## src/rtl/dual_timer_pkg.sv

```systemverilog
package dual_timer_pkg;
  localparam int REG_TA_CNT_LO = 4;
  localparam int REG_TA_CNT_HI = 5;
  localparam int REG_TA_LAT_LO = 6;
  localparam int REG_TA_LAT_HI = 7;
  localparam int REG_TB_LO     = 8;
  localparam int REG_TB_HI     = 9;
  localparam int REG_MODE      = 11;
  localparam int REG_FLAGS     = 13;
  localparam int REG_ENABLE    = 14;
endpackage

```

## src/rtl/dual_timer_phase.sv

```systemverilog
module dual_timer_phase (
  input  logic clk,
  input  logic rst,
  output logic phase
);
  always_ff @(posedge clk) begin
    if (rst) phase <= 1'b0;
    else     phase <= ~phase;
  end
endmodule

```

## src/rtl/dual_timer_cnt.sv

```systemverilog
module dual_timer_cnt #(
  parameter int W         = 16,
  parameter bit RELOAD_EN = 1'b0
) (
  input  logic         clk,
  input  logic         rst,
  input  logic         tick,
  input  logic         load_stb,
  input  logic [W-1:0] load_val,
  input  logic         auto_reload,
  input  logic [W-1:0] reload_val,
  output logic [W-1:0] count,
  output logic         wrap,
  output logic         pending,
  output logic [W-1:0] pend_val
);
  logic [W-1:0] stepped;

  generate
    if (RELOAD_EN) begin : g_reload
      always_comb stepped = (count == '0 && auto_reload) ? reload_val : count - W'(1);
    end else begin : g_free
      logic unused_ok;
      assign unused_ok = &{1'b0, auto_reload, reload_val};
      always_comb stepped = count - W'(1);
    end
  endgenerate

  // overflow seen only when no pending value is about to overwrite the count
  assign wrap = tick && (count == '0) && !pending;

  always_ff @(posedge clk) begin
    if (rst) begin
      count    <= '0;
      pending  <= 1'b0;
      pend_val <= '0;
    end else begin
      if (load_stb) begin
        pend_val <= load_val;
        pending  <= 1'b1;
      end
      if (tick) begin
        count   <= pending ? pend_val : stepped;
        pending <= 1'b0;
      end
    end
  end
endmodule

```

## src/rtl/dual_timer.sv

```systemverilog
module dual_timer
  import dual_timer_pkg::*;
#(
  parameter int ADDR_W = 4,
  parameter int DATA_W = 8
) (
  input  logic              clk,
  input  logic              rst,
  input  logic              bus_sel,
  input  logic              bus_we,
  input  logic [ADDR_W-1:0] bus_addr,
  input  logic [DATA_W-1:0] bus_wdata,
  output logic [DATA_W-1:0] bus_rdata,
  output logic              phase,
  output logic              irq
);
  localparam int CNT_W = 2 * DATA_W;
  localparam int B_ANY = DATA_W - 1;
  localparam int B_TA  = DATA_W - 2;
  localparam int B_TB  = DATA_W - 3;

  logic acc, wr, rd;
  int   ra;
  logic [CNT_W-1:0]  ta_latch;
  logic [DATA_W-1:0] tb_lo_latch;
  logic              cont_mode;
  logic [1:0]        ien;          // [1] timer A, [0] timer B
  logic              t1_flag, t2_flag, t1_run, t2_run;
  logic              t1_load, t2_load, rd_ta_lo;
  logic [CNT_W-1:0]  t1_count, t2_count, t1_pval, t2_pval;
  logic              t1_wrap, t2_wrap, t1_pend, t2_pend;
  logic              any_on;
  logic [DATA_W-1:0] rd_mux;

  dual_timer_phase u_phase (.clk(clk), .rst(rst), .phase(phase));

  assign acc = bus_sel & ~phase;
  assign wr  = acc & bus_we;
  assign rd  = acc & ~bus_we;
  assign ra  = int'(bus_addr);

  assign t1_load  = wr & (ra == REG_TA_CNT_HI);
  assign t2_load  = wr & (ra == REG_TB_HI);
  assign rd_ta_lo = rd & (ra == REG_TA_CNT_LO);

  dual_timer_cnt #(.W(CNT_W), .RELOAD_EN(1'b1)) u_ta (
    .clk(clk), .rst(rst), .tick(phase),
    .load_stb(t1_load), .load_val({bus_wdata, ta_latch[DATA_W-1:0]}),
    .auto_reload(cont_mode), .reload_val(ta_latch),
    .count(t1_count), .wrap(t1_wrap), .pending(t1_pend), .pend_val(t1_pval)
  );

  dual_timer_cnt #(.W(CNT_W), .RELOAD_EN(1'b0)) u_tb (
    .clk(clk), .rst(rst), .tick(phase),
    .load_stb(t2_load), .load_val({bus_wdata, tb_lo_latch}),
    .auto_reload(1'b0), .reload_val('0),
    .count(t2_count), .wrap(t2_wrap), .pending(t2_pend), .pend_val(t2_pval)
  );

  // latches, mode and enable mask
  always_ff @(posedge clk) begin
    if (rst) begin
      ta_latch    <= '0;
      tb_lo_latch <= '0;
      cont_mode   <= 1'b0;
      ien         <= '0;
    end else if (wr) begin
      if (ra == REG_TA_CNT_LO || ra == REG_TA_LAT_LO) ta_latch[DATA_W-1:0]     <= bus_wdata;
      if (ra == REG_TA_CNT_HI || ra == REG_TA_LAT_HI) ta_latch[CNT_W-1:DATA_W] <= bus_wdata;
      if (ra == REG_TB_LO)  tb_lo_latch <= bus_wdata;
      if (ra == REG_MODE)   cont_mode   <= bus_wdata[B_TA];
      if (ra == REG_ENABLE) begin
        if (bus_wdata[B_ANY]) ien <= ien |  {bus_wdata[B_TA], bus_wdata[B_TB]};
        else                  ien <= ien & ~{bus_wdata[B_TA], bus_wdata[B_TB]};
      end
    end
  end

  // flags, arming and the half-cycle-late interrupt
  always_ff @(posedge clk) begin
    if (rst) begin
      t1_flag <= 1'b0;
      t2_flag <= 1'b0;
      t1_run  <= 1'b0;
      t2_run  <= 1'b0;
      irq     <= 1'b0;
    end else begin
      if (t1_wrap && t1_run)          t1_flag <= 1'b1;
      else if (t1_load || rd_ta_lo)   t1_flag <= 1'b0;
      if (t2_wrap && t2_run)          t2_flag <= 1'b1;
      else if (t2_load)               t2_flag <= 1'b0;
      if (t1_load)                    t1_run  <= 1'b1;
      else if (t1_wrap && !cont_mode) t1_run  <= 1'b0;
      if (t2_load)                    t2_run  <= 1'b1;
      else if (t2_wrap)               t2_run  <= 1'b0;
      if (!phase)                     irq     <= any_on;
    end
  end

  assign any_on = |({t1_flag, t2_flag} & ien);

  always_comb begin
    rd_mux = '0;
    case (ra)
      REG_TA_CNT_LO: rd_mux = t1_count[DATA_W-1:0];
      REG_TA_CNT_HI: rd_mux = t1_count[CNT_W-1:DATA_W];
      REG_TA_LAT_LO: rd_mux = ta_latch[DATA_W-1:0];
      REG_TA_LAT_HI: rd_mux = ta_latch[CNT_W-1:DATA_W];
      REG_TB_LO:     rd_mux = t2_count[DATA_W-1:0];
      REG_TB_HI:     rd_mux = t2_count[CNT_W-1:DATA_W];
      REG_MODE: begin
        rd_mux[B_TA] = cont_mode;
      end
      REG_FLAGS: begin
        rd_mux[B_ANY] = any_on;
        rd_mux[B_TA]  = t1_flag;
        rd_mux[B_TB]  = t2_flag;
      end
      REG_ENABLE: begin
        rd_mux[B_ANY] = 1'b1;
        rd_mux[B_TA]  = ien[1];
        rd_mux[B_TB]  = ien[0];
      end
      default: rd_mux = '0;
    endcase
  end

  always_ff @(posedge clk) begin
    if (rst)     bus_rdata <= '0;
    else if (rd) bus_rdata <= rd_mux;
  end
endmodule

```

## config.mk

```make
export PLATFORM = sky130hd
export DESIGN_NAME = dual_timer
export DESIGN_NICKNAME = d
export VERILOG_FILES = /design/src/rtl/dual_timer_pkg.sv /design/src/rtl/dual_timer_phase.sv /design/src/rtl/dual_timer_cnt.sv /design/src/rtl/dual_timer.sv
export SDC_FILE = /design/constraint.sdc
export NUM_CORES = 1
export LEC_CHECK = 0
export BUFFER_PORTS_ARGS = -buffer_cell sky130_fd_sc_hd__buf_2
export CAP_MARGIN = 15
export CORE_AREA = 2 2 106 108
export CTS_CLUSTER_DIAMETER = 40
export DETAILED_ROUTE_END_ITERATION = 8
export DIE_AREA = 0 0 108 110
export GPL_ROUTABILITY_DRIVEN = 0
export PLACE_DENSITY_LB_ADDON = 0.15
export SLEW_MARGIN = 20
export SYNTH_ARGS = -nofsm -noshare
export SYNTH_HDL_FRONTEND = slang
export SYNTH_SLANG_ARGS = --single-unit
```

## constraint.sdc

```tcl
create_clock -name clk -period 4.4 [get_ports clk]
set_input_delay 0.88 -clock clk [delete_from_list [all_inputs] [get_ports clk]]
set_output_delay 0.88 -clock clk [all_outputs]
set_load 0.03 [all_outputs]
```

Word level (Yosys, flattened, before mapping) --
Index checks and enable logic that the tools add are counted.
Cells by class: add/sub/neg operators 2, equal/unequal tests 17, muxes and demuxes 16, bitwise operators 12, reductions and logical operators 27
Operators by type and width (count):
- $eq 4x4->1 const B | 12
- $mux 16 | 3
- $logic_not 16->1 | 2
- $sub 16x1->16 const B | 2
- $pmux 5 s6 | 1
- $eq 4x3->1 const B | 4
- $pmux 1 s8 | 2
- $reduce_and 2->1 | 5
- $pmux 1 s9 | 1
- $logic_and 1x1->1 | 8
- $mux 1 | 8
- $reduce_bool 2->1 | 4
- $and 1x1->1 | 6
- $and 2x2->2 | 2
- $eq 4x2->1 const B | 1
- $reduce_or 2->1 | 2
- $logic_not 1->1 | 3
- $logic_or 1x1->1 | 3
- $mux 2 | 1
- $not 1->1 | 2
- $not 2->2 | 1
- $or 2x2->2 | 1
Storage, ports and cells: bits in registers 107, bits of input ports 16, output and inout bits 10

Depth between registers and ports, before layout --
Gate-level depths: netlist of the first run.
word-level depth 7, gate-level depth with buffers 8, mapped depth without buffers 7

Modules after synthesis --
Synthesis of the first run repeated with hierarchy kept, for this count alone.
Unflattened totals: cell total of the unflattened synthesis 628, area total of the unflattened synthesis 5551.6 um^2
By module, submodules not included:
- dual_timer | times used 1, cells an instance 230, area each 2189.6 um^2
- dual_timer_cnt at u_ta | times used 1, cells an instance 204, area each 1702.9 um^2
- dual_timer_cnt at u_tb | times used 1, cells an instance 192, area each 1635.3 um^2
- dual_timer_phase | times used 1, cells an instance 2, area each 23.8 um^2

Least setup slack after synthesis of the first run --
OpenSTA, ideal clock, no wires.
path type input to register, start input bus_addr[2], end register tb_lo_latch[0], library setup time 0.128 ns, data arrival time 2.317 ns, setup slack 1.956 ns, stages on the path 8, path buffers 3, path through clkbuf_1 > nor2b_1 > clkbuf_1 > nand2_1 > or3_1 > clkbuf_1 > mux2i_1 > nor2_1
Between the ends: longest elaborated chain between the ends 2
Ends and longest elaborated chain:
- start, declared | RTL line dual_timer.sv:11 | input logic [ADDR_W-1:0] bus_addr,
- $eq 4x4->1 | RTL line dual_timer.sv:70 | if (ra == REG_TB_LO) tb_lo_latch <= bus_wdata;
- $reduce_and 2->1 (no source line)
- end signal, assigned | RTL line dual_timer.sv:70
- end, declared | RTL line dual_timer.sv:25 | logic [DATA_W-1:0] tb_lo_latch;
No other way between the ends. A chain may end at the register's enable or synchronous reset.

Worst setup path in the final report of the first run --
start register u_ta.count[11], end register u_ta.count[3]
Between the ends: longest elaborated chain between the ends 4
Ends and longest elaborated chain:
- start, declared | RTL line dual_timer_cnt.sv:12 | output logic [W-1:0] count,
- start signal, assigned | RTL line dual_timer_cnt.sv:43 | count <= pending ? pend_val : stepped;
- $logic_not 16->1 | RTL line dual_timer_cnt.sv:21 | always_comb stepped = (count == '0 && auto_reload) ? reload_val : count - W'(1);
- $logic_and 1x1->1 | RTL line dual_timer_cnt.sv:21
- $mux 16 | RTL line dual_timer_cnt.sv:21
- $mux 16 | RTL line dual_timer_cnt.sv:43
No other way between the ends.

==> results of run 1 <==
## area by class of cell
| cell class | instances | area, um2 | share of cell area [%] |
|---|---|---|---|
| sequential | 107 | 2140 | 38.1 |
| timing repair buffer | 31 | 170 | 3.03 |
| inverter | 10 | 37.5 | 0.668 |
| multi-input combinational | 497 | 2900 | 51.6 |
| clock buffer | 10 | 138 | 2.45 |
| tap | 140 | 175 | 3.12 |
| clock inverter | 6 | 57.6 | 1.02 |
## sequential cells by signal, indices dropped and copies added (netlist names), named ones only
signal	flops
irq	1
t1_flag	1
bus_rdata	8
u_tb.pend_val	16
t1_run	1
u_ta.pending	1
tb_lo_latch	8
u_tb.pending	1
t2_run	1
t2_flag	1
ta_latch	16
u_phase.phase	1
u_ta.pend_val	16
u_ta.count	16
u_tb.count	16
cont_mode	1
## cells by family after synthesis
kind of cell,count (synthesis),share of synthesized area (%)
AO/OA/AOI/OAI,190,22.7
XOR/XNOR,11,1.82
adder cells (fa/ha/maj),3,0.710
buffers and inverters,64,4.64
flip-flops,107,40.5
multiplexers,35,6.67
AND/OR/NAND/NOR,258,23.0
## cell usage after synthesis (3+ instances only)
cell type | count | area [um2]
a211oi_1 | 10 | 75.1
a21boi_0 | 3 | 22.5
a21oi_1 | 63 | 315
a221oi_1 | 3 | 26.3
a22o_1 | 3 | 26.3
a22oi_1 | 22 | 165
a31oi_1 | 8 | 50.1
and2_1 | 3 | 18.8
and3_1 | 10 | 62.6
buf_1 | 3 | 11.3
buf_2 | 4 | 20.0
clkbuf_1 | 47 | 176
dfxtp_1 | 107 | 2140
ha_1 | 3 | 37.5
inv_1 | 10 | 37.5
mux2i_1 | 33 | 330
nand2_1 | 103 | 387
nand2b_1 | 5 | 31.3
nand3_1 | 16 | 80.1
nor2_1 | 69 | 259
nor2b_1 | 8 | 50.1
nor3_1 | 6 | 30.0
nor4_1 | 6 | 37.5
o211ai_1 | 8 | 60.1
o21ai_0 | 31 | 155
o21ai_1 | 6 | 30.0
o221ai_1 | 3 | 26.3
o22ai_1 | 5 | 31.3
o31ai_1 | 5 | 37.5
o32ai_1 | 8 | 70.1
o41ai_1 | 3 | 26.3
or2_2 | 3 | 18.8
or3_1 | 5 | 31.3
or4_1 | 6 | 45.0
xnor2_1 | 3 | 26.3
xor2_1 | 8 | 70.1
## path summary, 6_finish.rpt
kind	from	endpoint	slack, ps	cells after the start
worst max register to register	u_ta.count[11]	u_ta.count[3]	1760	5
worst max-delay path	u_ta.count[11]	u_ta.count[3]	1760	5
worst min register to register	u_ta.pend_val[6]	u_ta.pend_val[6]	460	2
worst min-delay path	u_ta.pend_val[6]	u_ta.pend_val[6]	460	2
## placed cells by master, fill, tap and decap left out, types with 3 or more instances in the layout
cell	netlist	final
a21boi_0	3	3
a211oi_1	10	10
clkbuf_8	0	10
xor2_1	8	8
o211ai_1	8	8
o21ai_0	31	31
nor3_1	6	6
or3_1	5	5
nand3_1	16	16
o31ai_1	5	5
buf_2	4	25
o221ai_1	3	3
nor2b_1	8	8
nand2b_1	5	5
dfxtp_1	107	107
o21ai_1	6	6
a22o_1	3	3
or2_2	3	3
and2_1	3	3
nor2_1	69	69
or4_1	6	6
a22oi_1	22	22
clkinv_4	0	3
nor4_1	6	6
a221oi_1	3	3
ha_1	3	3
buf_4	0	6
and3_1	10	10
o41ai_1	3	3
a21oi_1	63	63
o22ai_1	5	5
mux2i_1	33	33
o32ai_1	8	8
xnor2_1	3	3
inv_1	10	10
nand2_1	103	103
a31oi_1	8	8
## report_power, final
part | total, mW | leakage [nW] | internal, mW | switching (mW)
Combinational | 0.454 | 1.07 | 0.188 | 0.266
Sequential | 1.10 | 0.868 | 1.02 | 0.0835
Clock | 0.601 | 0.101 | 0.234 | 0.367
Total | 2.16 | 2.03 | 1.44 | 0.716
## metal layers
layer  vias to the layer above  global-route usage [%]  wire, um
li1                       2356                       -         -
met3                        35                    3.53      1010
met2                       192                    41.2      6660
met4                         0                    12.0       449
met5                         -                       0         0
met1                      2325                    36.9      6970
## critical path: cells and delay by family, from the launching register on
kind	cells	cell delay, ps
AO/OA/AOI/OAI	1	210
flip-flops	1	410
AND/OR/NAND/NOR	4	1920
==> results.ini, run 1 <==
[synthesis]
mappedNetlistArea_um2=5290
ys_seq_area_share_pct=40.5
synth.net_count=687
syn_area_per_cell_um2=7.91
synth-edff-count=0
synthDistinctLibCells=59
ys_warn_count=0
yosys_register_bits=107
gate_count_of_the_mapped_netlist=668
synth-async-reset-ratio_pct=0
ys_dominant_reg_cell=dfxtp_1

[critical_path]
required_ps=4700
critical_path.cell_chain=or4_1, nor3_2, nand3_1, and3_1, o32ai_1
startpoint_type=flip-flop
setup_crit_path_kind=reg -> reg
critPathSlowestCell=or4_1
worstPathArrival_ps=2940
critical_path_peak_fanout=16
worst_path_largest_cell_delay_ps=620
critPathCaptureType=flip-flop

[drt]
avgRoutedWirePerCell_um=18.8
final_antenna_net_count=0
first_pass_iters=5
num_vias=4908
detail_route.iter0.violations=497
detail_route.drc_violations=0
avgViaCountPerCell=6.13
drt-total-wl_mm=15.1

[die]
rows=38
dieHeight_um=110
initial_utilization_pct=49.4
fp.coreArea_um2=10700
die_area_um2=11900
ios=26
die_w_um=108

[clocking]
cts.hold.buffers_added=0
tritoncts.num_buffers=9
path_clk_slew_ps=100
cts_max_level=3
clk_path_buf_depth=2
clock_tree_from_tritoncts=built
clock_sinks=107
clock-root-buffer=clkbuf_8
post-cts-setup-buffers=0
worst_skew_pair.late_latency_ps=400
cts-resized-gates=0

[finish]
final_layout_size_suffix_gt1_share_pct=8.93
numnets_final=675
syn2layout_area_growth_pct=6.30
antenna_cells=0
fillerInstances=1087
instances_no_fill=801
stdcell_area_um2=5620
post_layout_utilization_of_the_core_pct=52.5

[power]
powerDensity_nw_per_um2=384
total_leakage_power_nw=2.03
power.total_mw=2.16
ir_drop_mv=0.168

[global_route]
grt_overflow=0
wire_length_of_the_first_global_routing_pass_mm=24.0
grt.total_usage_pct=26.5
grt_start_max_net_pins=47
grt_pass1_vias=4469
grt_antenna_before_repair=0

[timing]
relSlewSlack_pct=44.8
final-hold-violation-count=0
maxClockFrequency_mhz=379
final_setup_violation_count=0
period_needed_ps=2640
worst_case_clock_skew_ps=8.54
totalNegativeSetupSlack_ps=0
fin_worst_hold_slack_ps=460
setup_ws_ps=1760
grt_setup_unrepaired=no
worst-slew-pin-transition_ps=825
final_slew_violations=0
finalCritPeriodShare_pct=59.9

[placed_design]
dpl_cell_area_um2=5420
placedCellCount=785
hpwl_mm=10.5
portBuffers=25
dp_worst_setup_slack_ps=1430

[run]
max_cap_violations=0

[min_path]
hp-class=reg -> reg

[run_status]
status=finished clean

(Power assumes the default switching activity.)
==> run 2, diff against run 1 <==
clock period = 2.7 ns   (was 4.4 ns; I/O delays follow)
==> run 2 against run 1 <==
  * Register-to-register slack got worse by 1400 ps
  * Total power increased by 68%
  * Worst setup slack got worse by 1400 ps
  * Global-route usage is 0.37 points higher
  * First-iteration DRC count decreased by 12%
  * Non-clock buffer count grew 14
  * Cell area increased by 2.1%
  * Clock power grew 76%
  * Largest cell class unchanged
  * Sequential share of layout area decreased by 0.79 points
  * Fmax increased by 13%
==> results.ini, run 2 (same netlist as run 1, synthesis figures left out) <==
[timing]
maxClockFrequency_mhz=430
final_slew_violations=0
finalCritPeriodShare_pct=86.1
totalNegativeSetupSlack_ps=0
setup_ws_ps=374
relSlewSlack_pct=54.2
fin_worst_hold_slack_ps=433
period_needed_ps=2330
worst-slew-pin-transition_ps=684
worst_case_clock_skew_ps=11.3
grt_setup_unrepaired=no
final_setup_violation_count=0
final-hold-violation-count=0

[clocking]
path_clk_slew_ps=110
tritoncts.num_buffers=9
cts-resized-gates=0
post-cts-setup-buffers=0
clock-root-buffer=clkbuf_8
worst_skew_pair.late_latency_ps=380
cts.hold.buffers_added=0
clk_path_buf_depth=2
cts_max_level=3
clock_tree_from_tritoncts=built
clock_sinks=107

[finish]
stdcell_area_um2=5740
final_layout_size_suffix_gt1_share_pct=10.8
syn2layout_area_growth_pct=8.54
post_layout_utilization_of_the_core_pct=53.6
instances_no_fill=815
numnets_final=689
layout_common_cells=dfxtp_1, nand2_1, nor2_1
layout_commonest_cell=dfxtp_1
antenna_cells=0

[run]
max_cap_violations=0

[global_route]
wire_length_of_the_first_global_routing_pass_mm=24.4
grt_pass1_vias=4468
grt.total_usage_pct=26.9
grt_overflow=0
grt_start_max_net_pins=59
grt_antenna_before_repair=0

[power]
p_int_mw=2.43
ir_drop_mv=0.377
power.total_mw=3.62
combinationalPowerShare_pct=21.5
netSwitchingPower_mw=1.18
seq_power_share_pct=49.3
power.share.switching_pct=32.7
total_leakage_power_nw=2.10
powerDensity_nw_per_um2=630
p_clk_share_pct=29.2

[critical_path]
setup_crit_path_kind=reg -> reg
startpoint_type=flip-flop
endpoint=u_ta.count[3]
critical_path_peak_fanout=11
worstPathArrival_ps=2610
source_of_the_worst_register_to_register_timing_path=u_ta.count[6]
timing.reg2reg.worst_path_depth=6
crit_start=u_ta.count[6]
reg2reg_slack_ps=370
required_ps=2990
regToRegEndpoint=u_ta.count[3]
critPathCaptureType=flip-flop

[die]
rows=38
fp.coreArea_um2=10700
die_area_um2=11900
dieHeight_um=110
initial_utilization_pct=49.4
ios=26
die_w_um=108

[drt]
detail_route.drc_violations=0
drt-total-wl_mm=15.6
route.met2.wl_mm=6.89
met1_length_mm=7.27
avgRoutedWirePerCell_um=19.1
num_vias=4980
highest-signal-layer=met4
dr_wl_met3_um=988
detail_route.iter0.violations=435
avgViaCountPerCell=6.11
first_pass_iters=5
final_antenna_net_count=0

[placed_design]
dpl_cell_area_um2=5530
placedCellCount=799
hpwl_mm=10.8
portBuffers=25
dp_worst_setup_slack_ps=436

[min_path]
hp-class=in -> reg

[run_status]
status=finished clean

run 2: cell types whose count changed in the layout (fill, tap and decap cells not counted), sizes merged:
cell | before | now
clkbuf | 10 | 9
buf | 31 | 45
bufinv | 0 | 1
clkinv | 3 | 1
clkinvlp | 0 | 2
run 2: power by group through the flow:
stage	Sequential, mW	Combinational (mW)	Clock (mW)
floorplan	1.77	0.582	0
global placement	1.81	0.750	0
detailed placement	1.81	0.757	0
CTS	1.78	0.763	1.07
global route	1.79	0.851	1.14
finish	1.78	0.776	1.06
run 2: layout make-up:
class                           instances  area [um2]
Clock buffer                            9         124
Clock inverter                          7        85.1
Fill cell                            1044        4960
Inverter                               10        37.5
Multi-Input combinational cell        497        2900
Sequential cell                       107        2140
Tap cell                              140         175
Timing Repair Buffer                   45         275
run 2: how the worst min path moves through the flow:
stage,from,cells after the start,to,slack (ps)
2_1_floorplan,tb_lo_latch[1],2,u_tb.pend_val[1],430
3_3_place_gp,bus_rdata[1],2,bus_rdata[1],440
3_5_place_dp,u_ta.pend_val[13],2,u_ta.pend_val[13],450
4_1_cts,bus_wdata[4],3,u_tb.pend_val[12],420
5_1_grt,bus_wdata[2],3,u_tb.pend_val[10],440
6_report,bus_wdata[4],3,u_tb.pend_val[12],430
run 2: worst max-delay path, stage by stage, from the launching register on:
cell and delay (ps):
dfxtp_1 400, or4_1 690, nor2_1 220, nand3_1 250
buf_4 270, and3_1 160, o32ai_1 240
run 2: per-layer routing:
metal  track usage (%)  vias to the layer above
met5                 0                        -
met4              10.8                        0
met1              38.5                     2363
met2              41.2                      198
li1                  -                     2386
met3              3.47                       33
